==> config.mk <==
export PLATFORM = sky130hd
export DESIGN_NAME = dac_bus_front
export DESIGN_NICKNAME = d
export VERILOG_FILES = /design/src/rtl/dac_bus_pkg.sv /design/src/rtl/dac_sync.sv /design/src/rtl/dac_input_stage.sv /design/src/rtl/dac_hold_stage.sv /design/src/rtl/dac_bus_front.sv
export SDC_FILE = /design/constraint.sdc
export NUM_CORES = 1
export LEC_CHECK = 0
export CAP_MARGIN = 10
export CORE_ASPECT_RATIO = 0.75
export CORE_MARGIN = 4
export CORE_UTILIZATION = 60
export CTS_CLUSTER_DIAMETER = 200
export CTS_CLUSTER_SIZE = 10
export DETAILED_ROUTE_END_ITERATION = 12
export DONT_BUFFER_PORTS = 1
export GPL_TIMING_DRIVEN = 0
export PLACE_DENSITY = 0.76
export SETUP_SLACK_MARGIN = 0.3
export SYNTH_ARGS = -nofsm -noshare
export SYNTH_HDL_FRONTEND = slang
export SYNTH_HIERARCHICAL = 1
export SYNTH_SLANG_ARGS = --single-unit
==> constraint.sdc <==
create_clock -name clk -period 3.1 [get_ports clk]
set_input_delay 0.62 -clock clk [delete_from_list [all_inputs] [get_ports clk]]
set_output_delay 0.62 -clock clk [all_outputs]
set_load 0.005 [all_outputs]
==> src/rtl/dac_bus_pkg.sv <==
package dac_bus_pkg;
    localparam int unsigned CODE_W_DEF = 12;
    localparam int unsigned LO_W_DEF   = 8;
    localparam int unsigned SYNC_DEF   = 2;

    typedef struct packed {
        logic wr_n;
        logic cs_lo_n;
        logic cs_hi_n;
        logic ld_n;
    } strobe_t;

    localparam int unsigned STROBE_W = $bits(strobe_t);
endpackage

==> src/rtl/dac_sync.sv <==
module dac_sync #(
    parameter int unsigned       W      = 1,
    parameter int unsigned       STAGES = 2,
    parameter logic [W-1:0]      RST    = '0
) (
    input  logic         clk,
    input  logic         rst_n,
    input  logic [W-1:0] din,
    output logic [W-1:0] dout
);
    logic [W-1:0] st_d [STAGES];
    logic [W-1:0] st_q [STAGES];

    always_comb begin
        st_d[0] = din;
        for (int i = 1; i < STAGES; i++) begin
            st_d[i] = st_q[i-1];
        end
    end

    always_ff @(posedge clk or negedge rst_n) begin
        if (!rst_n) begin
            for (int i = 0; i < STAGES; i++) begin
                st_q[i] <= RST;
            end
        end else begin
            for (int i = 0; i < STAGES; i++) begin
                st_q[i] <= st_d[i];
            end
        end
    end

    assign dout = st_q[STAGES-1];
endmodule

==> src/rtl/dac_input_stage.sv <==
module dac_input_stage #(
    parameter int unsigned LO_W = 8,
    parameter int unsigned HI_W = 4,
    localparam int unsigned CW  = LO_W + HI_W
) (
    input  logic            clk,
    input  logic            rst_n,
    input  logic            wr_n_s,
    input  logic            cs_lo_n_s,
    input  logic            cs_hi_n_s,
    input  logic [LO_W-1:0] d_lo_s,
    input  logic [HI_W-1:0] d_hi_s,
    output logic [CW-1:0]   in_code
);
    typedef struct packed {
        logic [HI_W-1:0] hi;
        logic [LO_W-1:0] lo;
    } inreg_t;

    inreg_t r_d, r_q;

    always_comb begin
        r_d = r_q;
        if (!wr_n_s && !cs_lo_n_s) begin
            r_d.lo = d_lo_s;
        end
        if (!wr_n_s && !cs_hi_n_s) begin
            r_d.hi = d_hi_s;
        end
    end

    always_ff @(posedge clk or negedge rst_n) begin
        if (!rst_n) begin
            r_q <= '0;
        end else begin
            r_q <= r_d;
        end
    end

    assign in_code = r_q;
endmodule

==> src/rtl/dac_hold_stage.sv <==
module dac_hold_stage #(
    parameter int unsigned CW = 12
) (
    input  logic          clk,
    input  logic          rst_n,
    input  logic          ld_n_s,
    input  logic [CW-1:0] in_code,
    output logic [CW-1:0] code,
    output logic          upd
);
    typedef struct packed {
        logic [CW-1:0] code;
        logic          ld_prev;
        logic          upd;
    } hold_t;

    hold_t h_d, h_q;

    always_comb begin
        h_d         = h_q;
        h_d.ld_prev = ld_n_s;
        // transparent while low, final copy on the rising edge
        if (!ld_n_s || !h_q.ld_prev) begin
            h_d.code = in_code;
        end
        h_d.upd = (h_d.code != h_q.code);
    end

    always_ff @(posedge clk or negedge rst_n) begin
        if (!rst_n) begin
            h_q.code    <= '0;
            h_q.ld_prev <= 1'b1;
            h_q.upd     <= 1'b0;
        end else begin
            h_q <= h_d;
        end
    end

    assign code = h_q.code;
    assign upd  = h_q.upd;
endmodule

==> src/rtl/dac_bus_front.sv <==
module dac_bus_front
    import dac_bus_pkg::*;
#(
    parameter int unsigned CODE_W      = CODE_W_DEF,
    parameter int unsigned LO_W        = LO_W_DEF,
    parameter int unsigned SYNC_STAGES = SYNC_DEF,
    localparam int unsigned HI_W       = CODE_W - LO_W
) (
    input  logic              clk,
    input  logic              clr_n,
    input  logic              wr_n,
    input  logic              cs_lo_n,
    input  logic              cs_hi_n,
    input  logic              ld_n,
    input  logic [LO_W-1:0]   d_lo,
    input  logic [HI_W-1:0]   d_hi,
    output logic [CODE_W-1:0] dac_code,
    output logic [CODE_W-1:0] tap_idx,
    output logic              upd_pulse
);
    strobe_t           strb_raw, strb_s;
    logic [CODE_W-1:0] data_s;
    logic [CODE_W-1:0] in_code;
    logic              wr_s, cs_lo_s, cs_hi_s, ld_s;

    assign strb_raw = '{wr_n: wr_n, cs_lo_n: cs_lo_n, cs_hi_n: cs_hi_n, ld_n: ld_n};

    dac_sync #(.W(STROBE_W), .STAGES(SYNC_STAGES), .RST({STROBE_W{1'b1}})) u_strb_sync (
        .clk   (clk),
        .rst_n (clr_n),
        .din   (strb_raw),
        .dout  (strb_s)
    );

    // data delayed by the same depth so it stays aligned with its strobes
    dac_sync #(.W(CODE_W), .STAGES(SYNC_STAGES), .RST('0)) u_data_sync (
        .clk   (clk),
        .rst_n (clr_n),
        .din   ({d_hi, d_lo}),
        .dout  (data_s)
    );

    assign wr_s    = strb_s.wr_n;
    assign cs_lo_s = strb_s.cs_lo_n;
    assign cs_hi_s = strb_s.cs_hi_n;
    assign ld_s    = strb_s.ld_n;

    dac_input_stage #(.LO_W(LO_W), .HI_W(HI_W)) u_in (
        .clk       (clk),
        .rst_n     (clr_n),
        .wr_n_s    (wr_s),
        .cs_lo_n_s (cs_lo_s),
        .cs_hi_n_s (cs_hi_s),
        .d_lo_s    (data_s[LO_W-1:0]),
        .d_hi_s    (data_s[CODE_W-1:LO_W]),
        .in_code   (in_code)
    );

    dac_hold_stage #(.CW(CODE_W)) u_hold (
        .clk     (clk),
        .rst_n   (clr_n),
        .ld_n_s  (ld_s),
        .in_code (in_code),
        .code    (dac_code),
        .upd     (upd_pulse)
    );

    assign tap_idx = dac_code;
endmodule

==> Word level (Yosys, flattened, before mapping) <==
Index checks and enable logic that the tools add are counted.
{ "word_totals": {"regBits": 58, "latchBits": 0, "ram_bits": 0, "romBits": 0, "in_bits": 18, "out_inout_bits": 25, "word_cells": 19, "n_memories": 0} }
{ "op_classes": {"n_addsub": 0, "multipliers": 0, "div": 0, "magnitude_cmp": 0, "n_eq_ne": 1, "shift": 0, "mux": 1, "bitwise": 0, "reduce_logical": 8} }
{ "op_table": {"columns": ["cell", "count"], "rows": [
  ["$mux W12", 1],
  ["$ne A12 B12 Y1", 1],
  ["$logic_not A1 Y1", 5],
  ["$logic_and A1 B1 Y1", 2],
  ["$logic_or A1 B1 Y1", 1]
]} }

==> Logic depth before layout (Yosys ltp) <==
Gate-level depths: netlist of run 1.
{ "depth": {"depth_word": 4, "mapped_depth": 3, "mapped_depth_nobuf": 3} }

==> Hierarchy <==
Netlist of run 1, hierarchy kept.
{ "modules_own_cells": {"columns": ["mod", "instances", "cells_per_inst", "area_each_um2", "seq_area_each_um2"], "rows": [
  ["dac_hold_stage", 1, 56, 760.7, 351.6],
  ["dac_sync (u_data_sync)", 1, 24, 600.6, 600.6],
  ["dac_input_stage", 1, 26, 452.9, 300.3],
  ["dac_sync (u_strb_sync)", 1, 8, 210.2, 210.2],
  ["dac_bus_front", 1, 12, 90.1, 0.0]
]} }

==> Least setup slack after synthesis of run 1 <==
OpenSTA, ideal clock, no wires.
{ "synth_timing": {"path_type": "flip-flop to output port", "from": "register, netlist name u_hold/code[10]", "to": "output port tap_idx[10]", "t_arrival_ps": 636, "required_ps": 2480, "slack_ps": 1844, "path_stages_with_launch": 3, "n_path_buf": 2, "cell_sequence": "dfrtp_1 buf_4 buf_4"} }
{ "synth_lines": {"columns": ["element", "line", "rtl"], "rows": [
  ["end, declared", "dac_bus_front.sv:18", "output logic [CODE_W-1:0] tap_idx,"]
]} }
No word-level cell between the ends.

==> Worst setup path after layout of run 1 <==
{ "layout_timing": {"from": "register, netlist name u_hold/code[10]", "to": "output port tap_idx[10]"} }
No word-level cell between the ends.

==> results of run 1 <==
through the flow:
step / cells / hold WS (ns)
final: 183 / 0.135
after floorplan: 126 / 0.324
after global routing: 183 / 0.103
after detailed placement: 166 / 0.326
after global placement: 166 / 0.326
after CTS: 183 / 0.115
routing by layer:
layer	vias to the layer above	track usage, %	part of all wire (%)
met5	-	0	0
met4	0	5.43	0.80
met3	4	10.6	8.8
met2	38	26.0	53
met1	473	14.5	38
li1	418	-	-
sequential cells by signal, indices dropped and copies added, names as in the netlist:
register	flops
u_data_sync/dout	12
u_data_sync/st_d	12
u_hold/code	12
u_hold/h_q	1
u_hold/upd	1
u_in/in_code	12
u_strb_sync/dout	4
u_strb_sync/st_d	4
logic make-up after synthesis:
logic type	after synthesis	share of synthesized area [%]
buffers and inverters	25	9.05
AO/OA/AOI/OAI	1	0.414
flip-flops	58	69.2
AND/OR/NAND/NOR	6	2.01
multiplexers	24	14.4
XOR/XNOR	12	4.97
power breakdown:
group / switching, mW / internal, mW
Combinational: 0.0863 / 0.161
Sequential: 0.0586 / 0.837
Clock: 0.253 / 0.353
area by class of cell:
| type | count | share of cell area [%] |
|---|---|---|
| Sequential cell | 58 | 61.6 |
| Multi-Input combinational cell | 43 | 19.4 |
| Timing Repair Buffer | 1 | 1.16 |
| Buffer | 25 | 8.06 |
| Tap cell | 40 | 2.11 |
| Clock inverter | 2 | 0.421 |
| Clock buffer | 14 | 7.27 |
cell usage after synthesis:
cell type / instances
dfrtp_1: 49
buf_4: 24
mux2_2: 15
xnor2_1: 12
dfstp_2: 9
mux2_4: 9
nand4_1: 3
buf_6: 1
nand2_2: 1
nor2_2: 1
nor2_4: 1
o31a_1: 1
what timing repair did:
action / 4_1_cts / 5_1_grt
setup endpoints to repair: 0 / 0
hold buffers: 1 / 0
endpoints found under the hold margin: 49 / 0
worst min-delay path by stage:
stage / endpoint / slack, ns / cells after the start
6_report: u_strb_sync/dout[0] / 0.13 / 0
3_3_place_gp: u_data_sync/st_d[0] / 0.33 / 0
4_1_cts: u_strb_sync/dout[0] / 0.11 / 0
5_1_grt: u_strb_sync/dout[0] / 0.10 / 0
3_5_place_dp: u_data_sync/st_d[0] / 0.33 / 0
2_1_floorplan: u_data_sync/dout[0] / 0.32 / 0
worst register-to-register path, cell delays in order, from the launching register on:
cell     delay, ns
dfstp_2       0.55
nand2_2       0.10
buf_6         0.18
mux2_4        0.30
==> impl_metrics.tcl, run 1 <==
set metrics [dict create \
    syn_area_um2 2110 \
    post-place-ws_ns 1.80 \
    grt_max_degree 50 \
    coreArea_um2 3330 \
    critical_path.endpoint "tap_idx[10]" \
    grt-ovfl-total 0 \
    syn2layout_area_growth_pct 12.3 \
    hold_violations 0 \
    num_vias 933 \
    layout_commonest_cell "dfrtp_1" \
    cp_num_cells 2 \
    setup_tns_ns 0 \
    place_area_um2 2160 \
    drc 0 \
    drt-total-wl_um 2870 \
    rr_startpoint "u_strb_sync/dout[0]" \
    crit_chain "buf_4 > buf_4" \
    die_area_um2 4550 \
    antenna_found_initial 0 \
    path_delay_family "flip-flops" \
    final_layout_size_suffix_gt1_share_pct 53.1 \
    crit_type "flop to output port" \
    synth_top_area_share_pct 58.0 \
    synth-seq-area-share_pct 69.2 \
    ir_drop_mv 0.522 \
    period_minus_slack_ns 1.64 \
    clock_latency_ns 0.32 \
    dr.pass1.iters 3 \
    start_util_pct 63.4 \
    diodes 0 \
    rsz0062_at_grt "false" \
    most-common-layout-cells "dfrtp_1, buf_4, mux2_2" \
    cp.required_ns 2.48 \
    end_kind "output port" \
    yosys_warnings 6 \
    cts-root-buf "clkbuf_8" \
    arrival_ns 1.02 \
    slew_viol_final 0 \
    powerDensity_nw_per_um2 736 \
    maxCapViolCount 0 \
    place.port_buffers 0 \
    synth_nets 144 \
    grt_pass1_wl_um 4870 \
    slew_headroom_pct 82.0 \
    synth_top_area_cell "dfrtp_1" \
    post_cts_buffers 0 \
    cts_buffers 9 \
    fin_skew_ns 0.00708 \
    pin_count 43 \
    p_leak_nw 1.07 \
    fmax_mhz 610 \
    postRouteAntennaNets 0 \
    critPathLaunchType "flop" \
    wire_per_inst_um 15.7 \
    yosys.cell_types.count 12 \
    worst-path-buf-inv 2 \
    layout.nets 156 \
    cts_resized 0 \
    p_total_mw 1.75 \
    setup_viol 0 \
    period_share_pct 52.9 \
    path_clk_slew_ns 0.06 \
    min_path_type "primary input to async pin" \
    syn-instance-count 126 \
    worst_pin_slew_ns 0.269 \
    tritoncts "done" \
    synthTopCellsByArea "dfrtp_1, dfstp_2, buf_4" \
    cp_slowest_stage_delay_ns 0.42 \
    drt_iter0_drc 19 \
    worst_slack_ns 1.46 \
    crit_path_max_fanout 3 \
    first_global_vias 1060 \
    ff2ff_setup_slack_ns 1.85 \
    vias_per_cell 5.10 \
    utilization_pct 71.2 \
    cts_buffer_depth 2 \
    regToRegEndpoint "u_hold/code[9]" \
    fillers 220 \
    num_rows 18 \
    reg2reg_depth 3 \
    startpoint "u_hold/code[10]" \
    syn_area_per_cell_um2 16.8 \
    status "completed" \
    htreeDepth 3 \
    regArea_um2 1460 \
    die_h_um 59.4 \
    chipWidth_um 76.6 \
    worst_path_max_delay_cell "dfrtp_1" \
    globalplace.congestion 0.722 \
    clock-sinks 58 \
    crit_top_cell "buf_4" \
    final_area_um2 2370 \
    grt_usage_pct 15.1 \
    ys_ff_latch 58 \
    multiInputGateArea_um2 460 \
]
No activity file was read; power rests on OpenSTA's default activity.
==> inputs of run 2 (changes only) <==
CORE_UTILIZATION = 55   (was 60)
PLACE_DENSITY = 0.73   (was 0.76)
clock period = 1.5 ns   (was 3.1 ns; I/O delays follow)
==> impl_metrics.tcl, run 2 (synthesized netlist as in run 1, its figures left out) <==
set metrics [dict create \
    cts-root-buf "clkbuf_8" \
    drt-total-wl_um 3470 \
    grt_pass1_wl_um 5170 \
    drc 0 \
    ir_drop_mv 0.869 \
    maxCapViolCount 0 \
    violations "negative hold slack" \
    fmax_mhz 772 \
    final_area_um2 2760 \
    dpl.hpwl_um 1950 \
    status "complete, but fails checks" \
    period_share_pct 86.4 \
    period_minus_slack_ns 1.30 \
    pwr-share-seq_pct 47.8 \
    worst_slack_ns 0.204 \
    fillers 224 \
    setup_tns_ns 0 \
    pwr-share-comb_pct 19.5 \
    grt-ovfl-total 0 \
    slew_headroom_pct 81.2 \
    num_vias 1061 \
    first_global_vias 1094 \
    globalplace.congestion 0.681 \
    grt_usage_pct 15.7 \
    place_area_um2 2180 \
    syn2layout_area_growth_pct 30.7 \
    arrival_ns 1.51 \
    cts_buffer_depth 2 \
    final_layout_size_suffix_gt1_share_pct 52.9 \
    tritoncts "done" \
    end_kind "flop" \
    multiInputGateArea_um2 480 \
    clock_latency_ns 0.32 \
    num_rows 19 \
    switching_share_pct 22.9 \
    startpoint "u_hold/code[2]" \
    clock-sinks 58 \
    min_path_type "primary input to async pin" \
    slew_viol_final 0 \
    chipWidth_um 79.6 \
    path_clk_slew_ns 0.06 \
    stdcell_count 224 \
    p_sw_uw 881 \
    vias_per_cell 4.74 \
    start_util_pct 57.4 \
    pin_count 43 \
    place.port_buffers 0 \
    worst_pin_slew_ns 0.281 \
    dr.pass1.iters 3 \
    layout.nets 185 \
    hold_violations 58 \
    antenna_found_initial 0 \
    whs_ns -0.333 \
    coreArea_um2 3680 \
    wire_per_inst_um 15.5 \
    cts_buffers 9 \
    fin_skew_ns 0.00568 \
    critPathLaunchType "flop" \
    pwr-share-clk_pct 32.7 \
    layout_commonest_cell "dfrtp_1" \
    drt_iter0_drc 36 \
    htreeDepth 3 \
    postRouteAntennaNets 0 \
    die_area_um2 4910 \
    crit_type "flop to flop" \
    dpl.cell_count 178 \
    crit_path_max_fanout 2 \
    diodes 0 \
    rsz0062_at_grt "true" \
    p_int_mw 2.97 \
    rr_startpoint "u_hold/code[2]" \
    die_h_um 61.7 \
    ctsHoldBuffers 16 \
    powerDensity_nw_per_um2 1390 \
    grt_max_degree 59 \
    cp.required_ns 1.71 \
    post-place-ws_ns 0.283 \
    regArea_um2 1460 \
    most-common-layout-cells "dfrtp_1, buf_6, dlygate4sd3_1" \
    p_leak_nw 1.25 \
    setup_viol 0 \
]
run 2: changes by cell type in the layout (fill, tap and decap cells not counted), sizes merged:
| cell | delta |
|---|---|
| clkbuf | +1 |
| dlygate4sd3 | +16 |
| buf | +12 |
run 2: final timing paths:
kind | endpoint | slack (ns) | depth (start not counted)
worst min register to register | u_data_sync/dout[1] | 0.35 | 0
max in group asynchronous | u_strb_sync/st_d[0] | 1.65 | 0
worst max-delay path | u_hold/upd | 0.20 | 4
worst min-delay path | u_in/in_code[8] | -0.33 | 0
worst max register to register | u_hold/upd | 0.20 | 4
min in group clk | u_data_sync/dout[1] | 0.35 | 0
run 2: stage by stage:
stage	util (%)	hold slack [ns]	total power [mW]
final	75.0	-0.333	3.85
after detailed placement	59.2	0.00552	2.37
after global placement	59.2	0.00587	2.34
after CTS	73.3	-0.356	3.86
after floorplan	-	0.00441	2.28
after global routing	75.0	-0.370	4.05
run 2: final cells by class:
type / instances / share of cell area (%)
flip-flops and latches: 58 / 52.9
multi-input cells: 43 / 17.4
plain buffers: 25 / 10.5
repair buffers: 30 / 10.2
clock buffers: 14 / 6.25
well taps: 52 / 2.35
clock inverters: 2 / 0.362
run 2: metal layers:
layer	wire [um]	share of wire [%]	track usage, %	up-vias
li1	-	-	-	478
met5	0	0	0	-
met1	1280	37	16.1	540
met4	49	1.4	8.09	0
met3	238	6.9	9.22	6
met2	1910	55	26.2	37
run 2: power by group through the flow:
| stage | combinational [mW] | sequential, mW | clock (mW) |
|---|---|---|---|
| after floorplan | 0.433 | 1.85 | 0 |
| after global routing | 0.796 | 1.86 | 1.40 |
| after CTS | 0.710 | 1.83 | 1.31 |
| after global placement | 0.478 | 1.86 | 0 |
| final | 0.751 | 1.84 | 1.26 |
| after detailed placement | 0.489 | 1.88 | 0 |
run 2: critical path, cell delays in order (launching register included):
cell     delay, ns
dfrtp_1       0.39
buf_4         0.16
xnor2_2       0.18
nand4_1       0.16
o31a_1        0.30
run 2: what timing repair did:
action                                  in CTS  in global routing
pin swaps                                    0                  2
cloned                                       0                  1
hold endpoints to repair                    74                 58
setup buffers                               11                  2
endpoints found under the setup margin      29                 23
resized for setup                           25                  4
